<file path="config.mk">
export PLATFORM = sky130hd
export DESIGN_NAME = rstseq_ctrl
export DESIGN_NICKNAME = d
export VERILOG_FILES = /design/src/rtl/rstseq_pkg.sv /design/src/rtl/rstseq_sampler.sv /design/src/rtl/rstseq_recov_cnt.sv /design/src/rtl/rstseq_halt.sv /design/src/rtl/rstseq_ctrl.sv
export SDC_FILE = /design/constraint.sdc
export NUM_CORES = 1
export LEC_CHECK = 0
export BUFFER_PORTS_ARGS = -buffer_cell sky130_fd_sc_hd__buf_2
export CAP_MARGIN = 5
export CORE_MARGIN = 2
export CORE_UTILIZATION = 28
export DETAILED_ROUTE_END_ITERATION = 12
export PLACE_DENSITY = 0.52
export SLEW_MARGIN = 20
export SYNTH_ARGS = -nofsm -noshare
export SYNTH_HDL_FRONTEND = slang
export SYNTH_SLANG_ARGS = --single-unit
</file>
<file path="constraint.sdc">
create_clock -name clk -period 1.5 [get_ports clk]
set_input_delay 0.15 -clock clk [delete_from_list [all_inputs] [get_ports clk]]
set_output_delay 0.15 -clock clk [all_outputs]
set_load 0.01 [all_outputs]
</file>
<file path="src/rtl/rstseq_pkg.sv">
package rstseq_pkg;

    typedef enum logic [2:0] {
        ST_RUN           = 3'd0,
        ST_SRES_CLR      = 3'd1,
        ST_SRES_WAIT     = 3'd2,
        ST_NRES_HOLD     = 3'd3,
        ST_NRES_RECOVER  = 3'd4,
        ST_NRES_GLITCH   = 3'd5,
        ST_NRES_FIRST_T1 = 3'd6
    } rst_state_e;

    typedef struct packed {
        logic nres;
        logic sres;
        logic pc_clr;
        logic arch_clr;
        logic hold;
        logic start;
        logic mreq_x;
        logic rd_x;
        logic rd_spur;
    } rst_out_s;

endpackage

</file>
<file path="src/rtl/rstseq_sampler.sv">
module rstseq_sampler (
    input  logic pin_n,
    input  logic fetch,
    input  logic t1,
    input  logic t2,
    input  logic tlast,
    output logic pin_low,
    output logic norm_hit,
    output logic spec_hit,
    output logic fetch_open
);
    always_comb begin
        pin_low    = ~pin_n;
        // a last-state sample takes priority over the fetch second state
        norm_hit   = ~pin_n & tlast;
        spec_hit   = ~pin_n & fetch & t2 & ~tlast;
        fetch_open = pin_n & fetch & t1;
    end
endmodule

</file>
<file path="src/rtl/rstseq_recov_cnt.sv">
module rstseq_recov_cnt #(
    parameter int W        = 2,
    parameter int LOAD_VAL = 2
) (
    input  logic clk,
    input  logic load,
    input  logic step,
    output logic done
);
    logic [W-1:0] cnt_q;

    always_ff @(posedge clk) begin
        if (load)
            cnt_q <= W'(LOAD_VAL);
        else if (step && cnt_q != '0)
            cnt_q <= cnt_q - 1'b1;
    end

    assign done = (cnt_q == '0);
endmodule

</file>
<file path="src/rtl/rstseq_halt.sv">
module rstseq_halt (
    input  logic clk,
    input  logic set_req,
    input  logic clr_req,
    output logic halt_q
);
    always_ff @(posedge clk) begin
        if (clr_req)
            halt_q <= 1'b0;
        else if (set_req)
            halt_q <= 1'b1;
    end
endmodule

</file>
<file path="src/rtl/rstseq_ctrl.sv">
module rstseq_ctrl
    import rstseq_pkg::*;
#(
    parameter int RECOVER_CYCLES = 3
) (
    input  logic clk,
    input  logic reset_pin_n,
    input  logic cyc_fetch,
    input  logic t_first,
    input  logic t_second,
    input  logic t_last,
    input  logic halt_exec,
    input  logic irq_ack,
    input  logic nmi_ack,
    output logic nres_latch,
    output logic sres_latch,
    output logic pc_clear,
    output logic arch_clear,
    output logic seq_hold,
    output logic seq_start,
    output logic mreq_indet,
    output logic rd_indet,
    output logic rd_spurious,
    output logic halt_latch
);
    localparam int RC    = (RECOVER_CYCLES < 1) ? 1 : RECOVER_CYCLES;
    localparam int CNT_W = (RC > 1) ? $clog2(RC) : 1;
    localparam int LOADV = RC - 1;

    rst_state_e state_q, state_d;
    rst_out_s   outs;
    logic       pin_low, norm_hit, spec_hit, fetch_open;
    logic       cnt_done, halt_clr;

    rstseq_sampler u_sampler (
        .pin_n      (reset_pin_n),
        .fetch      (cyc_fetch),
        .t1         (t_first),
        .t2         (t_second),
        .tlast      (t_last),
        .pin_low    (pin_low),
        .norm_hit   (norm_hit),
        .spec_hit   (spec_hit),
        .fetch_open (fetch_open)
    );

    rstseq_recov_cnt #(
        .W        (CNT_W),
        .LOAD_VAL (LOADV)
    ) u_cnt (
        .clk  (clk),
        .load (state_q == ST_NRES_HOLD),
        .step (state_q == ST_NRES_RECOVER),
        .done (cnt_done)
    );

    // next-state decision
    always_comb begin
        state_d = state_q;
        unique case (state_q)
            ST_RUN: begin
                if (norm_hit)      state_d = ST_NRES_HOLD;
                else if (spec_hit) state_d = ST_SRES_CLR;
            end
            ST_SRES_CLR, ST_SRES_WAIT: begin
                if (norm_hit)        state_d = ST_NRES_HOLD;
                else if (fetch_open) state_d = ST_RUN;
                else                 state_d = ST_SRES_WAIT;
            end
            ST_NRES_HOLD: begin
                state_d = pin_low ? ST_NRES_HOLD : ST_NRES_RECOVER;
            end
            ST_NRES_RECOVER: begin
                if (pin_low)       state_d = ST_NRES_HOLD;
                else if (cnt_done) state_d = ST_NRES_GLITCH;
            end
            ST_NRES_GLITCH: begin
                state_d = pin_low ? ST_NRES_HOLD : ST_NRES_FIRST_T1;
            end
            ST_NRES_FIRST_T1: begin
                state_d = pin_low ? ST_NRES_HOLD : ST_RUN;
            end
            default: state_d = ST_NRES_HOLD;
        endcase
    end

    // state register
    always_ff @(posedge clk) begin
        state_q <= state_d;
    end

    // output decode
    always_comb begin
        outs = '0;
        unique case (state_q)
            ST_RUN: ;
            ST_SRES_CLR: begin
                outs.sres   = 1'b1;
                outs.pc_clr = 1'b1;
            end
            ST_SRES_WAIT: outs.sres = 1'b1;
            ST_NRES_HOLD: begin
                outs.nres     = 1'b1;
                outs.pc_clr   = 1'b1;
                outs.arch_clr = 1'b1;
                outs.hold     = 1'b1;
            end
            ST_NRES_RECOVER: begin
                outs.nres = 1'b1;
                outs.hold = 1'b1;
            end
            ST_NRES_GLITCH: begin
                outs.nres    = 1'b1;
                outs.hold    = 1'b1;
                outs.rd_spur = 1'b1;
            end
            ST_NRES_FIRST_T1: begin
                outs.start  = 1'b1;
                outs.mreq_x = 1'b1;
                outs.rd_x   = 1'b1;
            end
            default: outs = '0;
        endcase
    end

    assign halt_clr = irq_ack | nmi_ack |
                      (state_d == ST_NRES_HOLD) | (state_d == ST_SRES_CLR);

    rstseq_halt u_halt (
        .clk     (clk),
        .set_req (halt_exec),
        .clr_req (halt_clr),
        .halt_q  (halt_latch)
    );

    assign nres_latch  = outs.nres;
    assign sres_latch  = outs.sres;
    assign pc_clear    = outs.pc_clr;
    assign arch_clear  = outs.arch_clr;
    assign seq_hold    = outs.hold;
    assign seq_start   = outs.start;
    assign mreq_indet  = outs.mreq_x;
    assign rd_indet    = outs.rd_x;
    assign rd_spurious = outs.rd_spur;
endmodule

</file>
# Word-level counts from Yosys, hierarchy flattened
# Index checks and enable logic that the tools add are counted.
dict set report word_totals {
  regBits 6
  input_bits 9
  out_inout_bits 10
  wordCells 46
}
dict set report op_classes {
  addsub 1
  n_eq_ne 8
  mux 16
  bitwise_logic 11
  n_reduce_logical 7
}
# cell n
set ops {}
lappend ops {{two-way mux 3 bit} 7}
lappend ops {{case mux 3 bit (6 select lines)} 1}
lappend ops {{equality test 3 x 2 -> 1 bit, second input constant} 3}
lappend ops {{equality test 3 bit, second input constant} 3}
lappend ops {{bitwise AND 1 bit} 6}
lappend ops {{equality test 3 x 1 -> 1 bit, second input constant} 2}
lappend ops {{two-way mux 2 bit} 3}
lappend ops {{two-way mux 1 bit} 5}
lappend ops {{OR reduction 2 bit} 2}
lappend ops {{zero test 3 bit} 1}
lappend ops {{OR 1 bit} 3}
lappend ops {{OR reduction 3 bit} 1}
lappend ops {{zero test 2 bit} 1}
lappend ops {{inverter 1 bit} 2}
lappend ops {{nonzero test 2 bit} 1}
lappend ops {{subtractor 2 x 1 -> 2 bit, second input constant} 1}
lappend ops {{logical AND 1 bit} 1}

# Depth between registers and ports, before layout
# Gate-level depths: netlist (run 1).
dict set report depth {
  word_depth 10
  mapped_depth 6
  mapped_depth_nobuf 6
}

# By module
# From an unflattened synthesis (run 1), not the netlist that was laid out.
dict set report hier_totals {
  cells_unflattened 59
  hier_area_um2 514.2
}
# module instances cells_per_inst area_per_inst_um2 seq_area_each_um2
set by_module_without_submodules {}
lappend by_module_without_submodules {rstseq_ctrl 1 41 332.8 60.1}
lappend by_module_without_submodules {rstseq_recov_cnt 1 12 118.9 40.0}
lappend by_module_without_submodules {rstseq_sampler 1 4 32.5 0.0}
lappend by_module_without_submodules {rstseq_halt 1 2 30.0 20.0}

# Worst setup path after synthesis (run 1)
# OpenSTA, ideal clock, no wires.
dict set report synth_path {
  path_kind {register to register}
  startpoint {register u_cnt.cnt_q[0]}
  endpoint {register u_halt.halt_q}
  setup_ns 0.103
  arrival_time_ns 1.307
  t_required_ns 1.397
  path_slack_ns 0.090
  stages_incl_launch_ff 7
  n_path_buf 0
  synth_period_minus_slack_ns 1.410
  cell_sequence {dfxtp_1 > inv_1 > ha_1 > and3b_1 > o21ai_2 > nand4_2 > a2111oi_2}
}
dict set report synth_between {
  elab_chain_cells 7
  elab_cells_between_ends 8
  classes_between {eq/ne: 2; mux: 3; bitwise: 2; reduce/logical: 1}
}
# element line_no
set synth_rtl {}
lappend synth_rtl {{from (decl)} rstseq_recov_cnt.sv:10} ;# logic [W-1:0] cnt_q;
lappend synth_rtl {{from (signal assigned)} rstseq_recov_cnt.sv:14} ;# cnt_q <= W'(LOAD_VAL);
lappend synth_rtl {{from (signal assigned)} rstseq_recov_cnt.sv:16} ;# cnt_q <= cnt_q - 1'b1;
lappend synth_rtl {{zero test 2 bit *} rstseq_recov_cnt.sv:19} ;# assign done = (cnt_q == '0);
lappend synth_rtl {{two-way mux 3 bit *} rstseq_ctrl.sv:75} ;# else if (cnt_done) state_d = ST_NRES_GLITCH;
lappend synth_rtl {{two-way mux 3 bit *} rstseq_ctrl.sv:74} ;# if (pin_low) state_d = ST_NRES_HOLD;
lappend synth_rtl {{case mux 3 bit (6 select lines) *} rstseq_ctrl.sv:60} ;# unique case (state_q)
lappend synth_rtl {{named net state_d[0]} rstseq_ctrl.sv:30} ;# rst_state_e state_q, state_d;
lappend synth_rtl {{equality test 3 x 2 -> 1 bit} rstseq_ctrl.sv:127} ;# (state_d == ST_NRES_HOLD) | (state_d == ST_SRES_CLR);
lappend synth_rtl {{OR 1 bit} rstseq_ctrl.sv:126} ;# assign halt_clr = irq_ack | nmi_ack |
lappend synth_rtl {{OR 1 bit *} rstseq_ctrl.sv:127}
lappend synth_rtl {{to (signal assigned)} rstseq_halt.sv:9} ;# halt_q <= 1'b0;
lappend synth_rtl {{to (signal assigned)} rstseq_halt.sv:11} ;# halt_q <= 1'b1;
lappend synth_rtl {{to (decl)} rstseq_halt.sv:5} ;# output logic halt_q
# Mark *: on every way through the listed nets, which the timed path passes. The rest lies on a longest branch.
# A chain may end at the register's enable or synchronous reset.

# Worst setup path after layout (run 1)
dict set report layout_path {
  startpoint {register state_q[1]}
  endpoint {output port nres_latch}
}
dict set report layout_between {
  elab_chain_cells 3
  elab_cells_between_ends 5
  classes_between {eq/ne: 3; mux: 1; reduce/logical: 1}
}
# element line_no
set layout_rtl {}
lappend layout_rtl {{from (decl)} rstseq_ctrl.sv:30}
lappend layout_rtl {{from (signal assigned)} rstseq_ctrl.sv:89} ;# state_q <= state_d;
lappend layout_rtl {{equality test 3 bit / equality test 3 x 2 -> 1 bit (equally long branches)} rstseq_ctrl.sv:95} ;# unique case (state_q)
lappend layout_rtl {{OR reduction 3 bit (no source line) *} --}
lappend layout_rtl {{two-way mux 1 bit *} rstseq_ctrl.sv:95}
lappend layout_rtl {{to (decl)} rstseq_ctrl.sv:15} ;# output logic nres_latch,
# Every way passes the cells marked *; elsewhere a longest branch is shown, timed or not.

==> flow_summary_export.csv, run 1 <==
group,metric,value,unit
run_status,outcome,"finished clean",
yosys,syn_nets,65,
yosys,synth_flop_cell,"dfxtp_1",
yosys,netlist_top_cells_area,"dfxtp_1 (27%), buf_4 (6.7%), nor2_1 (5.8%), buf_6 (5.0%), nand2_1 (4.2%)",
clock_tree,cts_tree,"built",
sta,fmax,701,MHz
yosys,ys_types,26,
yosys,synth_top_area_cell,"dfxtp_1",
cells_and_area,final_cells,88,
setup_path,path_max_fanout,6,
sta,setup_slack,74.4,ps
drt,via_per_inst,4.74,
setup_path,start_kind,"register",
yosys,ys_ff_latch,6,
hold_path,hold_path.startpoint,"nmi_ack",
setup_path,cp_slowest_cell,"dfxtp_1",
pwr,p_leak,0.279,nW
sta,tightest_slew,217,ps
yosys,ys_warn_count,0,
sta,finalClockSkew,12.1,ps
global_routing,grt_pass1_wl,1500,um
yosys,netlist_area,450,um2
die,die_h,44.1,um
sta,finalCritPeriodShare,95.0,%
drt,drtPass1Iterations,4,
clock_tree,clk_pin_slew,50,ps
placed_design,placed_area,523,um2
die,num_io_pins,19,
placed_design,pre_cts_slack,-6.08,ps
yosys,syn_avg_cell_area,8.19,um2
setup_path,cp_top_family,"flip-flops",
drt,num_vias,417,
drt,drc,0,
cells_and_area,drive_gt1_share,50.0,%
drt,wl,907,um
setup_path,cp.arrival,1280,ps
sta,slew_viol_final,0,
yosys,synth_edf_count,0,
sta,setup_viol,0,
drt,wl_per_cell,10.3,um
setup_path,rr_worst_depth,5,
global_routing,antenna_found_initial,0,
yosys,syn_inst,55,
setup_path,slowest_delay,350,ps
sta,worst_hold_slack,73.0,ps
global_routing,grtUsageTotal,10.8,%
die,placementRows,14,
setup_path,cp_cell_sequence,"buf_4, or2b_1, o21ai_2, buf_2",
cells_and_area,fin_area,566,um2
die,core_area,1510,um2
global_routing,grt_pass1_vias,361,
cells_and_area,area_growth,25.6,%
placed_design,port_buffers,18,
setup_path,crit_required,1350,ps
setup_path,r2r_start,"state_q[1]$_DFF_P_",
hold_path,min_to,"u_halt.halt_q$_SDFFE_PP0P_",
pwr,vdd_drop_max,0.000803,V
die,fp.dieW,44.1,um
yosys,async_reset_ff_share,0,%
setup_path,crit_start,"state_q[1]$_DFF_P_",
die,dieArea,1950,um2
sta,rsz0062_at_grt,"false",
setup_path,r2r-end,"u_halt.halt_q$_SDFFE_PP0P_",
placed_design,place_congestion,0.724,
global_routing,grt-ovfl-total,0,
sta,period_minus_slack,1430,ps
pwr,powerDensity,1920,nW/um2
pwr,total_power,1.09,mW
clock_tree,numCtsBuffers,3,
hold_path,hold_path_class,"in -> reg",
placed_design,hpwlAfterDp,699,um
die,start_util,29.9,%
clock_tree,cts_sinks,6,
flow_run,max-cap-violations,0,
hold_path,min_path_cells,2,
setup_path,regToRegSetupSlack,120,ps
global_routing,grt_max_degree,11,
sta,hold_viol_final,0,
placed_design,place_inst,85,
setup_path,critical_path_buf_inv_count,2,
setup_path,end_kind,"output pin",
sta,slew_headroom,85.4,%
clock_tree,htree_levels,1,
cells_and_area,finalNetCount,84,
clock_tree,root_buffer,"clkbuf_4",
clock_tree,clock_latency,250,ps
clock_tree,clockBufferDepth,2,
cells_and_area,diodes,0,
yosys,synth-seq-area-share,26.7,%
drt,dr.first_iter.drc_count,7,
yosys,synth_top_area_share,26.7,%
drt,antenna_left,0,
setup_path,critPathKind,"reg -> out",
power by group:
group / switching [mW] / internal (mW) / total, mW
Clock: 0.0653 / 0.0910 / 0.156
Sequential: 0.0936 / 0.235 / 0.329
Combinational: 0.320 / 0.282 / 0.602
Total: 0.479 / 0.608 / 1.09
worst reg2reg max path, cell delays in order, from the launching register on:
cell	delay, ps
dfxtp_1	350
buf_4	170
or2b_1	250
o21ai_2	90
nand2_2	100
a2111oi_4	320
layer usage:
| layer | routed length, um | GRT usage [%] | vias up |
|---|---|---|---|
| met2 | 392 | 15.9 | 15 |
| met4 | 27 | 9.09 | 0 |
| met1 | 433 | 13.2 | 179 |
| met3 | 53 | 2.45 | 4 |
| met5 | 0 | 0 | - |
| li1 | - | - | 219 |
logic make-up after synthesis:
logic type	Yosys count	share of synthesized area (%)
AOI/OAI and AO/OA	11	20.8
xor gates and xnor gates	1	1.94
adders and majority gates	1	2.78
buffers and inverters	10	15.0
DFF	6	26.7
and+or+nand+nor	26	32.8
state kept, by name, summed over array words and instances, names as in the netlist:
signal and cells:
u_cnt.cnt_q 2, state_q 3, u_halt.halt_q 1
layout make-up:
type                    instances  area (um2)
well taps                      16        20.0
fillers                       176         941
clock buffers                   3        22.5
repair buffers                 20         105
multi-input cells              39         278
flip-flops and latches          6         125
inverters                       4        15.0
worst max path at each step:
stage	to	slack (ps)	cells past startpoint
2_1_floorplan	u_halt.halt_q$_SDFFE_PP0P_	90	6
3_3_place_gp	u_halt.halt_q$_SDFFE_PP0P_	50	6
3_5_place_dp	u_halt.halt_q$_SDFFE_PP0P_	-6	6
4_1_cts	u_halt.halt_q$_SDFFE_PP0P_	7	6
5_1_grt	u_halt.halt_q$_SDFFE_PP0P_	8	6
6_report	nres_latch	70	4
cell usage in the layout (no fill, tap or decap), types with 2 or more instances in the layout:
cell | netlist | final
buf_2 | 0 | 18
nor2_1 | 7 | 7
inv_1 | 4 | 4
nand2_1 | 5 | 4
dfxtp_2 | 0 | 4
a21oi_1 | 3 | 3
nor2b_1 | 3 | 3
clkbuf_4 | 0 | 3
o21ai_2 | 2 | 2
o21ai_0 | 2 | 2
nand2b_1 | 2 | 2
buf_4 | 4 | 2
dfxtp_1 | 6 | 2
synthesized netlist by cell type, drive strengths merged, types with 2 or more instances:
master / count
a21oi: 3
buf: 6
dfxtp: 6
inv: 4
nand2: 5
nand2b: 2
nand4: 2
nor2: 8
nor2b: 3
o21ai: 4
timing repair:
| item | CTS | global route |
|---|---|---|
| setup endpoints to repair | 0 | 6 |
| gates resized for setup | 0 | 6 |
| hold buffers | 0 | 0 |
| setup buffers | 0 | 0 |
per-stage QoR:
stage               setup TNS [ps]  util, %
floorplan                        0        -
detailed placement           -6.08     34.7
global route                     0     37.5
global placement                 0     34.7
finish                           0     37.5
CTS                              0     36.2
No activity file was read; power rests on OpenSTA's default activity.
==> run 2: changes to the inputs <==
--- a/config.mk
+++ b/config.mk
@@ -11,6 +11,7 @@
 export CORE_UTILIZATION = 28
 export DETAILED_ROUTE_END_ITERATION = 12
 export PLACE_DENSITY = 0.52
+export REMOVE_ABC_BUFFERS = 1
 export SLEW_MARGIN = 20
 export SYNTH_ARGS = -nofsm -noshare
 export SYNTH_HDL_FRONTEND = slang
==> flow_summary_export.csv, run 2 (same netlist as run 1, synthesis figures left out) <==
group,metric,value,unit
setup_path,cp_cell_sequence,"or2b_1, o21ai_2, buf_2",
clock_tree,cts_sinks,6,
cells_and_area,area_growth,24.7,%
clock_tree,clk_pin_slew,40,ps
drt,drtPass1Iterations,4,
cells_and_area,diodes,0,
die,die_h,44.1,um
drt,wl,863,um
setup_path,cp.arrival,1270,ps
setup_path,start_kind,"register",
clock_tree,clockBufferDepth,2,
setup_path,cp_top_family,"flip-flops",
pwr,vdd_drop_max,0.000703,V
global_routing,antenna_found_initial,0,
drt,drc,0,
sta,setup_viol,0,
setup_path,crit_start,"state_q[2]$_DFF_P_",
sta,tightest_slew,332,ps
cells_and_area,largest_register_ffs,3,
die,fp.dieW,44.1,um
clock_tree,numCtsBuffers,3,
placed_design,hpwlAfterDp,722,um
clock_tree,root_buffer,"clkbuf_4",
hold_path,hold_path.startpoint,"nmi_ack",
placed_design,place_congestion,0.807,
cells_and_area,regMostFlops,"state_q",
clock_tree,cts_hold_buf,0,
sta,finalCritPeriodShare,94.9,%
hold_path,hold_path_class,"in -> reg",
global_routing,grt_pass1_wl,1470,um
setup_path,r2r_start,"state_q[2]$_DFF_P_",
sta,fin_setup_tns,0,ps
drt,wl_per_cell,9.59,um
run_status,outcome,"finished clean",
sta,slew_headroom,77.8,%
sta,rsz0062_at_grt,"false",
drt,dr.first_iter.drc_count,3,
flow_run,max-cap-violations,0,
pwr,powerDensity,1930,nW/um2
setup_path,cp_slowest_cell,"dfxtp_1",
sta,slew_viol_final,0,
die,placementRows,14,
pwr,p_leak,0.287,nW
die,start_util,29.9,%
setup_path,critPathKind,"reg -> out",
drt,antenna_left,0,
setup_path,path_max_fanout,10,
placed_design,port_buffers,18,
sta,fmax,703,MHz
clock_tree,htree_levels,1,
cells_and_area,finalNetCount,86,
pwr,total_power,1.08,mW
global_routing,grt_max_degree,11,
sta,finalClockSkew,1.42,ps
global_routing,grt_pass1_vias,368,
setup_path,end_kind,"output pin",
cells_and_area,layout_common_cells,"buf_2 (18), nor2_1 (7), nand2_1 (5), dfxtp_1 (5)",
cells_and_area,drive_gt1_share,45.9,%
cells_and_area,final_common_cell,"buf_2",
setup_path,slowest_delay,510,ps
cells_and_area,reg_top3,"state_q (3), u_cnt.cnt_q (2), u_halt.halt_q (1)",
die,core_area,1510,um2
setup_path,crit_required,1350,ps
drt,num_vias,416,
global_routing,grt-ovfl-total,0,
global_routing,grtUsageTotal,10.3,%
setup_path,critical_path_buf_inv_count,1,
die,num_io_pins,19,
clock_tree,clock_latency,240,ps
sta,hold_viol_final,0,
drt,via_per_inst,4.62,
sta,period_minus_slack,1420,ps
clock_tree,cts_tree,"built",
die,dieArea,1950,um2
[run 2: cell types whose count changed in the layout (fill, tap and decap cells not counted), sizes merged]
| cell | delta |
|---|---|
| buf | +2 |
[run 2: timing repair]
action,CTS,global route
setup endpoints to repair,0,1
buffers inserted,0,0
hold endpoints to repair,0,0
gates resized for setup,0,1
[run 2: path summary, 6_finish.rpt]
check,to,slack [ps],cells after the start
setup / recovery,nres_latch,80,3
hold / removal,u_halt.halt_q$_SDFFE_PP0P_,70,2
setup reg to reg,u_halt.halt_q$_SDFFE_PP0P_,80,4
hold reg to reg,u_cnt.cnt_q[0]$_SDFFE_PP0P_,480,2
[run 2: worst register-to-register path: stages, from the launching register on]
cell	delay, ps
dfxtp_1	510
or2b_1	290
o21ai_2	80
nand2_1	100
a2111oi_2	340
[run 2: cell type report]
type	count	area (um2)
multi-input combinational	39	263
fill	172	945
timing repair buffer	22	120
inverter	4	15.0
sequential	6	121
clock buffer	3	22.5
tap	16	20.0
[run 2: report_power, final]
| group | internal [mW] | switching (mW) |
|---|---|---|
| Clock | 0.0902 | 0.0539 |
| Combinational | 0.306 | 0.319 |
| Sequential | 0.227 | 0.0861 |
| Total | 0.623 | 0.460 |
[run 2: per-stage QoR]
step | util, % | hold WS, ps | cell area (um2) | setup slack (ps) | instances
final | 37.3 | 69.1 | 562 | 76.6 | 90
after global routing | 37.3 | 45.6 | 562 | 6.24 | 90
after CTS | 37.2 | 54.9 | 561 | 9.42 | 90
after detailed placement | 35.7 | 320 | 538 | 2.99 | 87
after global placement | 35.7 | 316 | 538 | 43.4 | 87
after floorplan | - | 219 | 398 | 89.9 | 49
[run 2: layer usage]
| layer | GRT usage, % | vias up | part of all wire [%] |
|---|---|---|---|
| met5 | 0 | - | 0 |
| met4 | 7.27 | 0 | 0.93 |
| met3 | 2.86 | 2 | 4.3 |
| met2 | 16.2 | 10 | 50 |
| met1 | 12.1 | 184 | 44 |
| li1 | - | 220 | - |
==> run 3: changes to the inputs <==
--- a/config.mk
+++ b/config.mk
@@ -5,12 +5,13 @@
 export SDC_FILE = /design/constraint.sdc
 export NUM_CORES = 1
 export LEC_CHECK = 0
+export ABC_AREA = 1
 export BUFFER_PORTS_ARGS = -buffer_cell sky130_fd_sc_hd__buf_2
 export CAP_MARGIN = 5
 export CORE_MARGIN = 2
 export CORE_UTILIZATION = 28
 export DETAILED_ROUTE_END_ITERATION = 12
-export PLACE_DENSITY = 0.52
+export PLACE_DENSITY = 0.53
 export REMOVE_ABC_BUFFERS = 1
 export SLEW_MARGIN = 20
 export SYNTH_ARGS = -nofsm -noshare
==> flow_summary_export.csv, run 3 <==
group,metric,value,unit
drt,wl_per_cell,8.22,um
pwr,comb_power_share,53.8,%
pwr,powerDensity,1890,nW/um2
clock_tree,numCtsBuffers,3,
drt,antenna_left,0,
clock_tree,clock_latency,240,ps
sta,setup_slack,133,ps
clock_tree,cts_sinks,6,
setup_path,critPathKind,"reg -> out",
drt,drtPass1Iterations,4,
sta,setup_viol,0,
clock_tree,clockBufferDepth,2,
yosys,synth_flop_cell,"dfxtp_1",
drt,num_vias,416,
sta,fmax,732,MHz
pwr,vdd_drop_max,0.000626,V
sta,tightest_slew,285,ps
cells_and_area,final_common_cell,"buf_2",
setup_path,start_kind,"register",
yosys,synthMuxAreaShare,0,%
yosys,ys_warn_count,0,
die,fp.dieW,42.9,um
setup_path,regToRegSetupSlack,350,ps
yosys,synth_top_area_share,28.3,%
setup_path,path_max_fanout,8,
hold_path,min_path_cells,4,
pwr,p_sw,459,uW
die,die_h,42.9,um
global_routing,grt_max_degree,9,
pwr,total_power,991,uW
sta,hold_viol_final,0,
cells_and_area,reg_top3,"state_q (3), u_cnt.cnt_q (2), u_halt.halt_q (1)",
cells_and_area,largest_register_ffs,3,
setup_path,r2r_start,"state_q[0]$_DFF_P_",
clock_tree,post_cts_buffers,0,
clock_tree,clk_pin_slew,40,ps
hold_path,hold_path_class,"in -> reg",
drt,wl,797,um
die,dieArea,1840,um2
yosys,synth-seq-area-share,28.3,%
sta,slew_viol_final,0,
sta,slew_headroom,81.0,%
die,core_area,1450,um2
placed_design,pre_cts_slack,351,ps
placed_design,hpwlAfterDp,666,um
yosys,netlist_area,424,um2
cells_and_area,finalNetCount,93,
yosys,synth_edf_count,0,
pwr,p_seq_share,31.9,%
pwr,p_int,532,uW
yosys,ys_top_cells_by_count,"nand2_1 (13), inv_1 (9), dfxtp_1 (6), nor2_1 (6)",
yosys,synthXorXnorAreaFrac,0,%
pwr,p_leak,0.299,nW
global_routing,grtUsageTotal,10.0,%
drt,dr.first_iter.drc_count,6,
yosys,synth_most_common_cell,"nand2_1",
yosys,synth_top_area_cell,"dfxtp_1",
placed_design,place_inst,94,
yosys,synth_compound_area_share,12.1,%
global_routing,antenna_found_initial,0,
yosys,syn_avg_cell_area,6.63,um2
clock_tree,htree_levels,1,
setup_path,cp.arrival,1220,ps
yosys,synth_top_family_by_area,"simple AND/OR/NAND/NOR gates",
clock_tree,cts_tree,"built",
cells_and_area,layout_common_cells,"buf_2 (18), nand2_1 (13), inv_1 (9)",
flow_run,max-cap-violations,0,
sta,period_minus_slack,1370,ps
setup_path,crit_required,1350,ps
die,placementRows,14,
pwr,swShare,46.3,%
cells_and_area,regMostFlops,"state_q",
yosys,ys_ff_latch,6,
yosys,yosys.area_share.simple,38.1,%
setup_path,end_kind,"output pin",
pwr,power_frac_clock,14.2,%
yosys,async_reset_ff_share,0,%
die,num_io_pins,19,
yosys,netlist_top_cells_area,"dfxtp_1 (28%), nand2_1 (12%), inv_1 (8.0%), buf_4 (5.3%), nor2_1 (5.3%)",
yosys,ys_types,19,
drt,via_per_inst,4.29,
cells_and_area,final_cells,97,
cells_and_area,fillers,159,
die,start_util,29.2,%
yosys,syn_inst,64,
setup_path,rr_worst_depth,5,
clock_tree,cts_hold_buf,0,
global_routing,grt_pass1_wl,1370,um
cells_and_area,area_growth,23.3,%
yosys,yosys.area_share.adder,2.95,%
sta,finalCritPeriodShare,91.1,%
sta,fin_setup_tns,0,ps
placed_design,port_buffers,18,
drt,drc,0,
cells_and_area,diodes,0,
hold_path,hold_path.startpoint,"irq_ack",
clock_tree,cts_resized,0,
cells_and_area,drive_gt1_share,42.0,%
global_routing,grt_pass1_vias,365,
placed_design,place_congestion,0.789,
sta,finalClockSkew,2.34,ps
clock_tree,root_buffer,"clkbuf_4",
run_status,outcome,"finished clean",
cells_and_area,post-route-util,36.0,%
setup_path,r2r-end,"u_halt.halt_q$_SDFFE_PP0P_",
global_routing,grt-ovfl-total,0,
hold_path,min_to,"u_halt.halt_q$_SDFFE_PP0P_",
sta,rsz0062_at_grt,"false",
==> run 3: worst max-delay path by stage <==
stage,endpoint,slack (ps),cells past startpoint,start
6_report,seq_hold,130,5,state_q[0]$_DFF_P_
5_1_grt,mreq_indet,20,3,state_q[2]$_DFF_P_
4_1_cts,seq_start,120,3,state_q[2]$_DFF_P_
3_5_place_dp,u_halt.halt_q$_SDFFE_PP0P_,350,5,state_q[0]$_DFF_P_
3_3_place_gp,rd_indet,380,3,state_q[2]$_DFF_P_
2_1_floorplan,mreq_indet,180,2,state_q[2]$_DFF_P_
==> run 3: stage by stage <==
step | hold slack [ps] | instance area, um2
CTS | 170 | 523
global placement | 435 | 500
detailed placement | 425 | 500
global route | 184 | 523
floorplan | 262 | 390
finish | 179 | 523
==> run 3: cell type report <==
| class | instances | area (um2) | area share, % |
|---|---|---|---|
| flip-flops and latches | 6 | 120 | 23.0 |
| inverters | 12 | 45.0 | 8.61 |
| well taps | 16 | 20.0 | 3.83 |
| repair buffers | 18 | 90.1 | 17.2 |
| multi-input cells | 42 | 225 | 43.1 |
| clock buffers | 3 | 22.5 | 4.31 |
==> run 3: logic make-up after synthesis <==
| kind of cell | after synthesis |
|---|---|
| flip-flops | 6 |
| AO/OA/AOI/OAI | 8 |
| AND/OR/NAND/NOR | 33 |
| adder cells (fa/ha/maj) | 1 |
| buffers and inverters | 16 |
==> run 3: layer usage <==
layer	share of wire, %	up-vias	track usage, %
met3	6.3	0	2.55
met4	0	0	7.50
met2	46	11	15.2
met1	48	175	12.1
met5	0	-	0
li1	-	230	-
==> run 3: power groups by stage <==
stage	Combinational [mW]	Clock [mW]	Sequential, mW
after global routing	0.601	0.160	0.335
after CTS	0.543	0.153	0.317
after global placement	0.543	0	0.318
after floorplan	0.389	0	0.302
final	0.533	0.141	0.316
after detailed placement	0.542	0	0.321
==> run 3: worst max-delay path, stage by stage, from the launching register on <==
cell and delay (ps):
dfxtp_1 480, nand2_2 130, nor2_4 120, inv_2 50
nand2_2 70, buf_2 130
